===== src/rtl/edo_seq_pkg.sv =====
package edo_seq_pkg;

  typedef enum logic [2:0] {
    ST_IDLE, ST_RSET, ST_RCD, ST_COL, ST_CASL, ST_CASH, ST_PAGE, ST_PRE
  } seq_state_e;

  // nanoseconds to whole clock cycles, rounded up, never below one
  function automatic int ns2cyc(input int ns, input int clk_ns);
    int c;
    c = (ns + clk_ns - 1) / clk_ns;
    if (c < 1) c = 1;
    return c;
  endfunction

endpackage


===== src/rtl/edo_addr_mux.sv =====
module edo_addr_mux #(
  parameter int ROW_W      = 12,
  parameter int COL_W      = 10,
  parameter int ADDR_W     = 12,
  parameter int INTERLEAVE = 1
) (
  input  logic [ROW_W+COL_W-1:0] host_addr,
  output logic [ADDR_W-1:1]      row_upper,
  output logic                   row_bit0,
  output logic [ADDR_W-1:1]      col_upper,
  output logic                   col_bit0_lo,
  output logic                   col_bit0_hi
);
  logic [ADDR_W-1:0] row_w;
  logic [ADDR_W-1:0] col_w;

  assign row_w = ADDR_W'(host_addr[ROW_W+COL_W-1:COL_W]);
  assign col_w = ADDR_W'(host_addr[COL_W-1:0]);

  assign row_upper   = row_w[ADDR_W-1:1];
  assign row_bit0    = row_w[0];
  assign col_upper   = col_w[ADDR_W-1:1];
  assign col_bit0_lo = col_w[0];

  generate
    if (INTERLEAVE != 0) begin : g_ilv
      assign col_bit0_hi = ~col_w[0];
    end else begin : g_flat
      assign col_bit0_hi = col_w[0];
    end
  endgenerate
endmodule


===== src/rtl/edo_age_counter.sv =====
module edo_age_counter #(
  parameter int W = 8
) (
  input  logic         clk,
  input  logic         rst,
  input  logic         clr,
  output logic [W-1:0] age
);
  always_ff @(posedge clk) begin
    if (rst)             age <= '1;
    else if (clr)        age <= '0;
    else if (age != '1)  age <= age + 1'b1;
  end
endmodule


===== src/rtl/edo_page_sequencer.sv =====
module edo_page_sequencer
  import edo_seq_pkg::*;
#(
  parameter int ROW_W      = 12,
  parameter int COL_W      = 10,
  parameter int DATA_W     = 64,
  parameter int INTERLEAVE = 1,
  parameter int CLK_NS     = 10,
  parameter int T_ASR_NS   = 5,
  parameter int T_RCD_NS   = 20,
  parameter int T_RAS_NS   = 60,
  parameter int T_RP_NS    = 40,
  parameter int T_RC_NS    = 104,
  parameter int T_CAS_NS   = 10,
  parameter int T_CP_NS    = 10,
  parameter int T_HPC_NS   = 25,
  parameter int T_RAC_NS   = 60,
  parameter int T_CAC_NS   = 20,
  parameter int T_RASP_NS  = 100000
) (
  input  logic                         clk,
  input  logic                         rst,
  input  logic                         req_valid,
  input  logic                         req_write,
  input  logic [ROW_W+COL_W-1:0]       req_addr,
  input  logic [DATA_W-1:0]            req_wdata,
  input  logic [DATA_W/8-1:0]          req_be,
  output logic                         req_ack,
  output logic [DATA_W-1:0]            rsp_rdata,
  output logic                         dram_ras_n,
  output logic [DATA_W/8-1:0]          dram_cas_n,
  output logic                         dram_we_n,
  output logic                         dram_oe_n,
  output logic [((ROW_W > COL_W) ? ROW_W : COL_W)-1:1] dram_addr,
  output logic                         dram_a0_lo,
  output logic                         dram_a0_hi,
  output logic [DATA_W-1:0]            dram_dq_out,
  output logic                         dram_dq_oe,
  input  logic [DATA_W-1:0]            dram_dq_in
);
  localparam int LANES  = DATA_W / 8;
  localparam int HA_W   = ROW_W + COL_W;
  localparam int ADDR_W = (ROW_W > COL_W) ? ROW_W : COL_W;

  localparam int ASR_C  = ns2cyc(T_ASR_NS, CLK_NS);
  localparam int RCD_C  = ns2cyc(T_RCD_NS, CLK_NS);
  localparam int RAS_C  = ns2cyc(T_RAS_NS, CLK_NS);
  localparam int RP_C   = ns2cyc(T_RP_NS, CLK_NS);
  localparam int RC_C   = ns2cyc(T_RC_NS, CLK_NS);
  localparam int CAS_C  = ns2cyc(T_CAS_NS, CLK_NS);
  localparam int CP_C   = ns2cyc(T_CP_NS, CLK_NS);
  localparam int HPC_C  = ns2cyc(T_HPC_NS, CLK_NS);
  localparam int RAC_C  = ns2cyc(T_RAC_NS, CLK_NS) + 1;
  localparam int CAC_C  = ns2cyc(T_CAC_NS, CLK_NS) + 1;
  localparam int RASP_C = T_RASP_NS / CLK_NS;
  localparam int STRB_C = (CAC_C > CAS_C) ? CAC_C : CAS_C;
  localparam int SPAN_C = HPC_C + STRB_C + CP_C + 4;
  localparam int LIM_C  = RASP_C - SPAN_C;
  localparam int AGE_W  = $clog2(RASP_C + RC_C + 2);

  // thresholds expressed as "age reached N-1"
  localparam logic [AGE_W-1:0] K_ASR = AGE_W'(ASR_C - 1);
  localparam logic [AGE_W-1:0] K_RCD = AGE_W'(RCD_C - 1);
  localparam logic [AGE_W-1:0] K_RAS = AGE_W'(RAS_C - 1);
  localparam logic [AGE_W-1:0] K_RP  = AGE_W'(RP_C - 1);
  localparam logic [AGE_W-1:0] K_RC  = AGE_W'(RC_C - 1);
  localparam logic [AGE_W-1:0] K_CAS = AGE_W'(CAS_C - 1);
  localparam logic [AGE_W-1:0] K_CP  = AGE_W'(CP_C - 1);
  localparam logic [AGE_W-1:0] K_HPC = AGE_W'(HPC_C - 1);
  localparam logic [AGE_W-1:0] K_RAC = AGE_W'(RAC_C - 1);
  localparam logic [AGE_W-1:0] K_CAC = AGE_W'(CAC_C - 1);
  localparam logic [AGE_W-1:0] K_LIM = AGE_W'(LIM_C);

  seq_state_e        state;
  logic [AGE_W-1:0]  wcnt;
  logic [AGE_W-1:0]  ras_age;
  logic [AGE_W-1:0]  cas_age;
  logic [ROW_W-1:0]  open_row;
  logic [HA_W-1:0]   cur_addr;
  logic              cur_wr;
  logic [LANES-1:0]  cur_be;
  logic [DATA_W-1:0] cur_wdata;

  logic [HA_W-1:0]   mux_src;
  logic [ADDR_W-1:1] m_row_up, m_col_up;
  logic              m_row0, m_col0_lo, m_col0_hi;
  logic              ras_fall, cas_fall, close_due, row_hit, strobe_done;

  assign mux_src   = (state == ST_RCD) ? cur_addr : req_addr;
  assign ras_fall  = (state == ST_RSET) && (wcnt == '0);
  assign cas_fall  = (state == ST_COL) && (cas_age >= K_HPC);
  assign close_due = (ras_age >= K_LIM);
  assign row_hit   = (req_addr[HA_W-1:COL_W] == open_row);
  assign strobe_done = cur_wr ? (cas_age >= K_CAS)
                              : ((cas_age >= K_CAC) && (ras_age >= K_RAC));

  edo_addr_mux #(
    .ROW_W(ROW_W), .COL_W(COL_W), .ADDR_W(ADDR_W), .INTERLEAVE(INTERLEAVE)
  ) mux_i (
    .host_addr  (mux_src),
    .row_upper  (m_row_up),
    .row_bit0   (m_row0),
    .col_upper  (m_col_up),
    .col_bit0_lo(m_col0_lo),
    .col_bit0_hi(m_col0_hi)
  );

  edo_age_counter #(.W(AGE_W)) ras_age_i (
    .clk(clk), .rst(rst), .clr(ras_fall), .age(ras_age)
  );

  edo_age_counter #(.W(AGE_W)) cas_age_i (
    .clk(clk), .rst(rst), .clr(cas_fall), .age(cas_age)
  );

  always_ff @(posedge clk) begin
    if (rst) begin
      state       <= ST_IDLE;
      wcnt        <= '0;
      open_row    <= '0;
      cur_addr    <= '0;
      cur_wr      <= 1'b0;
      cur_be      <= '0;
      cur_wdata   <= '0;
      req_ack     <= 1'b0;
      rsp_rdata   <= '0;
      dram_ras_n  <= 1'b1;
      dram_cas_n  <= '1;
      dram_we_n   <= 1'b1;
      dram_oe_n   <= 1'b1;
      dram_addr   <= '0;
      dram_a0_lo  <= 1'b0;
      dram_a0_hi  <= 1'b0;
      dram_dq_out <= '0;
      dram_dq_oe  <= 1'b0;
    end else begin
      req_ack <= 1'b0;
      case (state)
        ST_IDLE: begin
          if (req_valid) begin
            cur_addr   <= req_addr;
            cur_wr     <= req_write;
            cur_be     <= req_be;
            cur_wdata  <= req_wdata;
            open_row   <= req_addr[HA_W-1:COL_W];
            dram_addr  <= m_row_up;
            dram_a0_lo <= m_row0;
            dram_a0_hi <= m_row0;
            wcnt       <= K_ASR;
            state      <= ST_RSET;
          end
        end
        ST_RSET: begin
          if (wcnt == '0) begin
            dram_ras_n <= 1'b0;
            wcnt       <= K_RCD;
            state      <= ST_RCD;
          end else begin
            wcnt <= wcnt - 1'b1;
          end
        end
        ST_RCD: begin
          if (wcnt == '0) begin
            dram_addr   <= m_col_up;
            dram_a0_lo  <= m_col0_lo;
            dram_a0_hi  <= m_col0_hi;
            dram_we_n   <= ~cur_wr;
            dram_oe_n   <= cur_wr;
            dram_dq_oe  <= cur_wr;
            dram_dq_out <= cur_wdata;
            state       <= ST_COL;
          end else begin
            wcnt <= wcnt - 1'b1;
          end
        end
        ST_COL: begin
          if (cas_fall) begin
            dram_cas_n <= cur_wr ? ~cur_be : '0;
            state      <= ST_CASL;
          end
        end
        ST_CASL: begin
          if (strobe_done) begin
            if (!cur_wr) rsp_rdata <= dram_dq_in;
            dram_cas_n <= '1;
            dram_we_n  <= 1'b1;
            dram_oe_n  <= 1'b1;
            dram_dq_oe <= 1'b0;
            req_ack    <= 1'b1;
            wcnt       <= K_CP;
            state      <= ST_CASH;
          end
        end
        ST_CASH: begin
          if (wcnt == '0) state <= ST_PAGE;
          else            wcnt  <= wcnt - 1'b1;
        end
        ST_PAGE: begin
          if (req_valid && !close_due && row_hit) begin
            cur_addr    <= req_addr;
            cur_wr      <= req_write;
            cur_be      <= req_be;
            cur_wdata   <= req_wdata;
            dram_addr   <= m_col_up;
            dram_a0_lo  <= m_col0_lo;
            dram_a0_hi  <= m_col0_hi;
            dram_we_n   <= ~req_write;
            dram_oe_n   <= req_write;
            dram_dq_oe  <= req_write;
            dram_dq_out <= req_wdata;
            state       <= ST_COL;
          end else if ((req_valid || close_due) && (ras_age >= K_RAS)) begin
            dram_ras_n <= 1'b1;
            wcnt       <= K_RP;
            state      <= ST_PRE;
          end
        end
        ST_PRE: begin
          if (wcnt != '0)          wcnt  <= wcnt - 1'b1;
          else if (ras_age >= K_RC) state <= ST_IDLE;
        end
        default: state <= ST_IDLE;
      endcase
    end
  end
endmodule


===== config.mk =====
export PLATFORM = sky130hd
export DESIGN_NAME = edo_page_sequencer
export DESIGN_NICKNAME = d
export VERILOG_FILES = /design/src/rtl/edo_seq_pkg.sv /design/src/rtl/edo_addr_mux.sv /design/src/rtl/edo_age_counter.sv /design/src/rtl/edo_page_sequencer.sv
export SDC_FILE = /design/constraint.sdc
export NUM_CORES = 1
export LEC_CHECK = 0
export BUFFER_PORTS_ARGS = -buffer_cell sky130_fd_sc_hd__buf_2
export CORE_MARGIN = 1.5
export CORE_UTILIZATION = 53
export CTS_CLUSTER_DIAMETER = 50
export DETAILED_ROUTE_END_ITERATION = 10
export PLACE_DENSITY = 0.8
export SLEW_MARGIN = 20
export SYNTH_ARGS = -nofsm -noshare
export SYNTH_HDL_FRONTEND = slang
export SYNTH_SLANG_ARGS = --single-unit

===== constraint.sdc =====
create_clock -name clk -period 3.6 [get_ports clk]
set_clock_uncertainty 0.2 [all_clocks]
set_input_delay 0.18 -clock clk [delete_from_list [all_inputs] [get_ports clk]]
set_output_delay 0.18 -clock clk [all_outputs]
set_load 0.02 [all_outputs]

# == After elaboration in Yosys (flattened, before gate mapping) ==
# Cells that the tools add are included.
# totals
register_bits,306
input_bits,162
out_inout_bits,154
wordCells,157
# classes
n_addsub,3
magnitude_cmp,6
eq_ne,24
muxes,67
n_bitwise,5
reduce_logical,32
# op_table
op,count
one-hot mux 64 bit (2 select lines),2
two-way mux 64 bit,3
two-way mux 14 bit,11
one-hot mux 14 bit (6 select lines),1
two-way mux 22 bit,3
one-hot mux 22 bit (2 select lines),1
two-way mux 8 bit,5
two-way mux 11 bit,3
one-hot mux 11 bit (3 select lines),1
one-hot mux 8 bit (2 select lines),2
two-way mux 3 bit,10
"adder 14 x 1 -> 14 bit, second input constant",2
"greater-or-equal comparator 14 x 3 -> 1 bit, second input constant",2
"inequality test 14 bit, second input constant",2
one-hot mux 3 bit (8 select lines),1
"inequality test 2 bit, second input constant",10
two-way mux 1 bit,17
one-hot mux 1 bit (3 select lines),5
"greater-or-equal comparator 14 x 1 -> 1 bit, second input constant",1
"greater-or-equal comparator 14 bit, second input constant",1
"greater-or-equal comparator 14 x 2 -> 1 bit, second input constant",1
"greater-or-equal comparator 14 x 4 -> 1 bit, second input constant",1
zero test 14 bit,1
nonzero test 14 bit,1
23 further kinds,50

# == Depth between registers and ports, before layout ==
# Gate-level depths: netlist of run 1.
# depth
depth_word,6
depth_mapped,11
ltp_nobuf,8

# == Hierarchy ==
# A second synthesis of run 1 with hierarchy kept.
# hier_totals
hier_cells,1491
area_unflattened_um2,13225.2
# modules_own_cells
mod,n_inst,cells_each,area_per_inst_um2
edo_page_sequencer,1,1319,11698.7
edo_age_counter,2,73,669.4
edo_addr_mux,1,26,187.7

# == Worst setup path after synthesis of run 1 ==
# Ideal clock, no wire load.
# synth_path
path_kind,register -> register
start,register wcnt[0]
end,register wcnt[6]
setup_ns,0.135
arrival_time_ns,2.261
path_slack_ns,1.004
stages_incl_launch_ff,10
n_path_buf,1
synth_period_minus_slack_ns,2.596
cell_sequence,dfxtp_1 > inv_1 > ha_1 > or4b_1 > nor4_1 > a211o_1 > buf_2 > a21oi_1 > o311ai_0 > o21ai_0
# synth_between
elab_chain_cells,3
word_cells_on_any_way,10
classes_between,add/sub (1); eq/ne (2); mux (4); reduce/logical (3)
# synth_rtl
element,line_no,rtl
"start, declared",edo_page_sequencer.sv:75,logic [AGE_W-1:0] wcnt;
"start signal, assigned",edo_page_sequencer.sv:159,wcnt <= wcnt - 1'b1;
"start signal, assigned",edo_page_sequencer.sv:173,wcnt <= wcnt - 1'b1;
"start signal, assigned",edo_page_sequencer.sv:196,else wcnt <= wcnt - 1'b1;
subtractor 14 x 1 -> 14 bit (tied with other cells),n/a,
two-way mux 14 bit (tied with other cells),edo_page_sequencer.sv:219,if (wcnt != '0) wcnt <= wcnt - 1'b1;
one-hot mux 14 bit (6 select lines) / AND reduction 7 bit (equally long branches),n/a,
# Parallel ways exist; a longest one is shown, timed or not. The select of a mux whose other input is x is not followed.
# A chain may end at the register's enable or synchronous reset.

# == Worst setup path in the final report of run 1 ==
# layout_path
start,register state[0]
end,register dram_dq_out[42]
# layout_between
elab_chain_cells,3
word_cells_on_any_way,7
classes_between,eq/ne (4); mux (1); reduce/logical (2)
# layout_rtl
element,line_no,rtl
"start, declared",edo_page_sequencer.sv:74,seq_state_e state;
"start signal, assigned",edo_page_sequencer.sv:118,state <= ST_IDLE;
"start signal, assigned",edo_page_sequencer.sv:150,state <= ST_RSET;
"start signal, assigned",edo_page_sequencer.sv:157,state <= ST_RCD;
equality test 3 bit / equality test 3 x 2 -> 1 bit (equally long branches),edo_page_sequencer.sv:138,case (state)
inequality test 2 bit (no source line) (tied with other cells),n/a,
AND reduction 3 bit (no source line),n/a,
"end signal, assigned",edo_page_sequencer.sv:170,dram_dq_out <= cur_wdata;
"end signal, assigned",edo_page_sequencer.sv:210,dram_dq_out <= req_wdata;
"end, declared",edo_page_sequencer.sv:37,"output logic [DATA_W-1:0] dram_dq_out,"
# Parallel ways exist; a longest one is shown, timed or not.

==> results of run 1 <==
==> cell families after synthesis <==
family,after synthesis,share of synthesized area (%)
buf+inv,118,4.24
xor+xnor,31,2.17
fa+ha+maj,12,1.20
simple gates,511,17.6
compound gates,271,14.5
flops,294,47.1
mux,164,13.2
==> worst max-delay path by stage <==
| stage | start | endpoint | slack [ns] |
|---|---|---|---|
| after floorplan | wcnt[0]$_SDFFE_PP0P_ | wcnt[6]$_SDFFE_PP0P_ | 1.00 |
| final | state[0]$_SDFFE_PP0P_ | dram_dq_out[42]$_SDFFE_PP0P_ | 0.31 |
| after detailed placement | state[0]$_SDFFE_PP0P_ | dram_dq_out[42]$_SDFFE_PP0P_ | 0.30 |
| after CTS | state[0]$_SDFFE_PP0P_ | dram_dq_out[42]$_SDFFE_PP0P_ | 0.29 |
| after global routing | state[0]$_SDFFE_PP0P_ | dram_dq_out[42]$_SDFFE_PP0P_ | 0.02 |
| after global placement | state[0]$_SDFFE_PP0P_ | dram_dq_out[50]$_SDFFE_PP0P_ | 0.47 |
==> area by class of cell <==
| type | count | area (um^2) | area share [%] |
|---|---|---|---|
| clock inverters | 7 | 114 | 0.672 |
| inverters | 16 | 60.1 | 0.354 |
| flip-flops and latches | 294 | 5890 | 34.7 |
| repair buffers | 496 | 3410 | 20.1 |
| clock buffers | 49 | 978 | 5.77 |
| multi-input cells | 989 | 6100 | 36.0 |
| diodes | 2 | 5.00 | 0.0295 |
| well taps | 313 | 392 | 2.31 |
==> power by group through the flow <==
stage	Combinational [mW]	Clock, mW	Sequential [mW]
after global routing	5.64	3.57	4.73
after floorplan	3.23	0	5.01
after global placement	4.73	0	4.62
after CTS	5.03	3.42	4.60
after detailed placement	4.86	0	4.65
final	5.16	3.39	4.64
==> synth_stat cells (all sizes together), types with 2 or more instances <==
master	count	area [um^2]
a2111oi	3	32.5
a211o	3	26.3
a211oi	61	468
a21o	11	82.6
a21oi	98	490
a311oi	9	78.8
a31oi	6	37.5
a41o	2	20.0
and2	5	31.3
and3	7	43.8
and4	8	70.1
buf	31	201
clkbuf	71	268
dfxtp	294	5890
ha	12	150
inv	15	56.3
mux2	3	33.8
mux2i	161	1610
nand2	209	785
nand2b	4	25.0
nand3	11	55.1
nand4	17	106
nor2	200	753
nor2b	6	37.5
nor3	12	60.1
nor3b	5	37.5
nor4	8	56.3
o21a	3	22.5
o21ai	31	155
o311ai	20	175
o31a	2	17.5
o31ai	5	37.5
o32a	2	20.0
o41ai	8	70.1
or2	2	12.5
or3	9	56.3
or4	5	37.5
xnor2	24	210
xor2	7	61.3
==> repair_timing <==
item                      CTS  global route
buffers inserted            0             0
hold buffers              160             0
hold endpoints to repair  238             0
==> routing by layer <==
| layer | global-route usage (%) | routed length, um | part of all wire [%] | vias to the layer above |
|---|---|---|---|---|
| met5 | 0 | 0 | 0 | - |
| met4 | 16.1 | 1780 | 4.6 | 0 |
| met3 | 7.17 | 2770 | 7.2 | 151 |
| met2 | 53.1 | 19300 | 50 | 559 |
| met1 | 35.3 | 14600 | 38 | 5768 |
| li1 | - | - | - | 5784 |
==> critical path: stages (launching register included) <==
cell and delay (ns):
dfxtp_1 0.38, inv_1 0.14, ha_1 0.64, nand2_4 0.30
o31ai_4 0.79, buf_12 0.37, nor2_1 0.08, a211oi_1 0.26
==> state kept, by name, summed over array words and instances (netlist names), 10 cells and up <==
register       flops
cas_age_i.age     14
cur_addr          10
cur_wdata         64
dram_addr         11
dram_dq_out       64
open_row          12
ras_age_i.age     14
rsp_rdata         64
wcnt              14
==> flow_summary_export.csv, run 1 <==
group,metric,value,unit
status,outcome,"finished, final reports clean",
route,drt-wirelength-per-cell,17.7,um
yosys,synth_edf_count,0,
grt,grt_max_degree,265,
placed_design,placed_area,0.0142,mm^2
job,drv_cap,0,
placed_design,place_inst,1947,
power,ir_worst_vdd,0.000561,V
grt,first_global_vias,12200,
timing,maxSlewViolCount,0,
setup_path,endpoint_kind,"register",
power,power.leakage,7.81,nW
route,drt_iter0_markers,972,
timing,fin_ws,0.306,ns
timing,tightest_slew,0.958,ns
placed_design,pre_cts_ws,0.298,ns
power,intPower,8.15,mW
timing,max_freq,304,MHz
layout,final_common_cell,"buf_2",
floorplanning,die_h,157,um
setup_path,worstSetupPathType,"reg2reg",
placed_design,dp_hpwl,21.2,mm
placed_design,portBuffers,315,
layout,layout-drive-gt1-share,21.6,%
power,combPwrFrac,39.1,%
setup_path,reg2reg_from,"state[0]$_SDFFE_PP0P_",
hold_path,hp-class,"in2reg",
layout,finalNetCount,2005,
hold_path,hold_end,"rsp_rdata[11]$_SDFFE_PP0P_",
floorplanning,rows,55,
timing,rsz0062_at_grt,"no",
yosys,synthesis.area,0.0125,mm^2
timing,hold_violations,0,
timing,setup_tns,0,ns
clocking,ctsRootBufferMaster,"clkbuf_16",
timing,holdWs,0.0264,ns
yosys,synth_fp_nets,1575,
clocking,cts_buffers,34,
clocking,cts.sinks,294,
clocking,cts_buffer_depth,3,
grt,grt_pass1_wl,60.6,mm
power,power_frac_clock,25.7,%
yosys,ys_ff_latch,294,
grt,grt_antenna_before_repair,1,
yosys,synth-async-reset-ratio,0,%
setup_path,rr_worst_depth,7,
floorplanning,die_width,157,um
floorplanning,initial_core_util,54.7,%
layout,fill_cells,1527,
power,p_sw,5.04,mW
grt,grt.overflow.total,0,
hold_path,min_path_cells,3,
power,p_seq_share,35.2,%
route,drc,0,
route,wl,38.4,mm
clocking,tritoncts,"yes",
power,powerDensity,778,mW/mm^2
setup_path,r2r-end,"dram_dq_out[42]$_SDFFE_PP0P_",
yosys,syn_area_per_cell,8.92,um^2
yosys,yosysSeqAreaShare,47.1,%
hold_path,holdCritStartpoint,"rst",
layout,syn2layout_area_growth,35.7,%
setup_path,worst-r2r-setup-slack,0.31,ns
setup_path,crit_required,3.81,ns
layout,fin_area,0.0170,mm^2
timing,finalCriticalPeriod,3.29,ns
clocking,clk_pin_slew,0.06,ns
setup_path,cp_max_fo,76,
yosys,synth_flop_cell,"dfxtp_1",
grt,grtUsageTotal,30.7,%
timing,final.period_utilization,91.5,%
setup_path,start_kind,"register",
placed_design,gp_congestion,0.855,
clocking,worstSkewPairLatency,0.51,ns
yosys,synth_cell_type_count,60,
layout,finalNonFillerCells,2166,
route,drtPass1Iterations,8,
clocking,cts_max_level,2,
route,ant_nets,0,
setup_path,crit_arrival,3.51,ns
layout,utilization,74.2,%
floorplanning,coreArea,0.0228,mm^2
clocking,cts_resized,0,
route,vias,12300,
timing,setup_violations,0,
floorplanning,io_pins,316,
floorplanning,die-area,0.0245,mm^2
power,p_total,13.2,mW
timing,relSlewSlack,36.1,%
yosys,yosys_warnings,0,
yosys,syn_inst,1401,
layout,most-common-layout-cells,"buf_2, dfxtp_1, nand2_1",
power,switching_share,38.2,%
route,vias_per_cell,5.66,
Note: power is estimated with default switching activity, not from simulation.
==> inputs of run 2 (changes only) <==
- CORE_UTILIZATION: 53 -> 40
- PLACE_DENSITY: 0.8 -> unset
==> run 2 against run 1 <==
Net effect: critical endpoint is now cur_wdata[3]$_SDFFE_PP0P_; final cell count is 5.5% higher; die area is 32% higher; wire length shrank 7.8%; critical path type unchanged; register-to-register slack got worse by 0.09 ns; design area up 3.1%; global-route usage shrank 9.3 points; largest power group unchanged.
==> flow_summary_export.csv, run 2 (synthesized netlist as in run 1, its figures left out) <==
group,metric,value,unit
power,power.leakage,8.06,nW
layout,most-common-layout-cells,"buf_2, dfxtp_1, nand2_1",
floorplanning,die-area,0.0323,mm^2
clocking,cts_buffers,38,
timing,maxSlewViolCount,0,
route,wl,35.4,mm
grt,grt.overflow.total,0,
layout,top_regs,"cur_wdata x64, dram_dq_out x64, rsp_rdata x64",
placed_design,gp_congestion,0.807,
setup_path,crit_slowest_cell,"dlygate4sd3_1",
setup_path,worstSetupPathType,"reg2reg",
setup_path,start_kind,"register",
grt,grtUsageTotal,21.4,%
route,drc,0,
layout,final_common_cell,"buf_2",
setup_path,endpoint_kind,"register",
setup_path,crit_arrival,3.58,ns
route,vias_per_cell,5.14,
clocking,worstSkewPairLatency,0.51,ns
grt,first_global_vias,11700,
layout,syn2layout_area_growth,39.9,%
timing,hold_violations,0,
setup_path,crit_path_start,"ras_age_i.age[4]$_SDFFE_PP1P_",
timing,rsz0062_at_grt,"no",
setup_path,crit_chain,"or4_1 -> a211oi_2 -> nor2_2 -> buf_4 -> o31a_2 -> buf_8 -> mux2i_1 -> nor2_1 -> dlygate4sd3_1",
floorplanning,die_width,180,um
setup_path,reg2reg_from,"ras_age_i.age[4]$_SDFFE_PP1P_",
status,outcome,"finished, final reports clean",
timing,finalCriticalPeriod,3.38,ns
route,drt_iter0_markers,612,
hold_path,holdCritStartpoint,"req_valid",
grt,grt_antenna_before_repair,0,
floorplanning,die_h,180,um
floorplanning,io_pins,316,
placed_design,dp_hpwl,22.4,mm
clocking,post_cts_buffers,0,
setup_path,cp_max_fo,58,
hold_path,hp-class,"in2reg",
clocking,cts_max_level,2,
route,drtPass1Iterations,7,
route,drt-wirelength-per-cell,15.5,um
setup_path,cp_num_buf_inv,3,
grt,grt_pass1_wl,58.5,mm
layout,diodes,0,
timing,max_freq,296,MHz
route,vias,11800,
timing,setup_violations,0,
timing,setup_tns,0,ns
route,ant_nets,0,
job,drv_cap,0,
clocking,cts.sinks,294,
clocking,ctsRootBufferMaster,"clkbuf_16",
layout,utilization,57.0,%
floorplanning,rows,64,
floorplanning,initial_core_util,40.7,%
setup_path,max_stage_delay,0.58,ns
floorplanning,coreArea,0.0307,mm^2
setup_path,crit_required,3.80,ns
clocking,tritoncts,"yes",
power,ir_worst_vdd,0.000507,V
timing,relSlewSlack,38.1,%
layout,finalNetCount,2036,
grt,grt_max_degree,138,
timing,final.period_utilization,94.0,%
power,powerDensity,775,mW/mm^2
clocking,cts_buffer_depth,3,
timing,tightest_slew,0.929,ns
power,p_total,13.5,mW
setup_path,cp_top_family,"buffers and inverters",
layout,layout-drive-gt1-share,22.4,%
placed_design,portBuffers,315,
clocking,clk_pin_slew,0.06,ns
[run 2: routing by layer]
metal  up-vias  part of all wire [%]  global-route usage [%]
met5         -                     0                       0
met4         0                   3.2                    8.37
met3        88                   6.0                    5.06
met2       310                    48                    36.6
met1      5515                    43                    26.0
li1       5838                     -                       -
[run 2: cell type report]
type | instances | area [um^2]
flip-flops and latches | 294 | 5890
inverters | 16 | 60.1
well taps | 396 | 495
clock buffers | 51 | 1120
fillers | 2781 | 13200
clock inverters | 17 | 148
multi-input cells | 989 | 6100
repair buffers | 523 | 3660
[run 2: final timing paths]
path	to	slack (ns)	depth (start not counted)
max	cur_wdata[3]$_SDFFE_PP0P_	0.22	9
min	dram_ras_n$_SDFFE_PP1P_	0.05	4
max reg2reg	cur_wdata[3]$_SDFFE_PP0P_	0.22	9
min reg2reg	rsp_rdata[11]$_SDFFE_PP0P_	0.25	2
[run 2: per-stage QoR]
step           setup WS (ns)  cell area [um^2]  hold slack, ns  instances
5_1_grt               0.0456             17500          0.0683       2286
6_report               0.218             17500          0.0474       2286
4_1_cts               0.0118             17500          0.0161       2286
3_3_place_gp           0.541             14400           0.214       2035
2_1_floorplan           1.00             12500           0.116       1401
3_5_place_dp           0.482             14400           0.219       2035
[run 2: worst reg2reg max path, delay by kind of cell (launching register included)]
family                 cells  cell delay, ns
buffers and inverters      3            1.04
and+or+nand+nor            3            0.73
AOI/OAI and AO/OA          2            0.67
DFF                        1            0.34
muxes                      1            0.30
[run 2: what timing repair did]
item / in CTS / in global routing
endpoints found under the setup margin: 0 / 17
hold endpoints to repair: 235 / 0
resized for setup: 0 / 3
hold buffers: 183 / 0
[run 2: where the power goes]
| part | switching [mW] | internal, mW |
|---|---|---|
| sequential | 0.547 | 4.04 |
| clock | 1.45 | 2.28 |
| combinational | 3.06 | 2.18 |
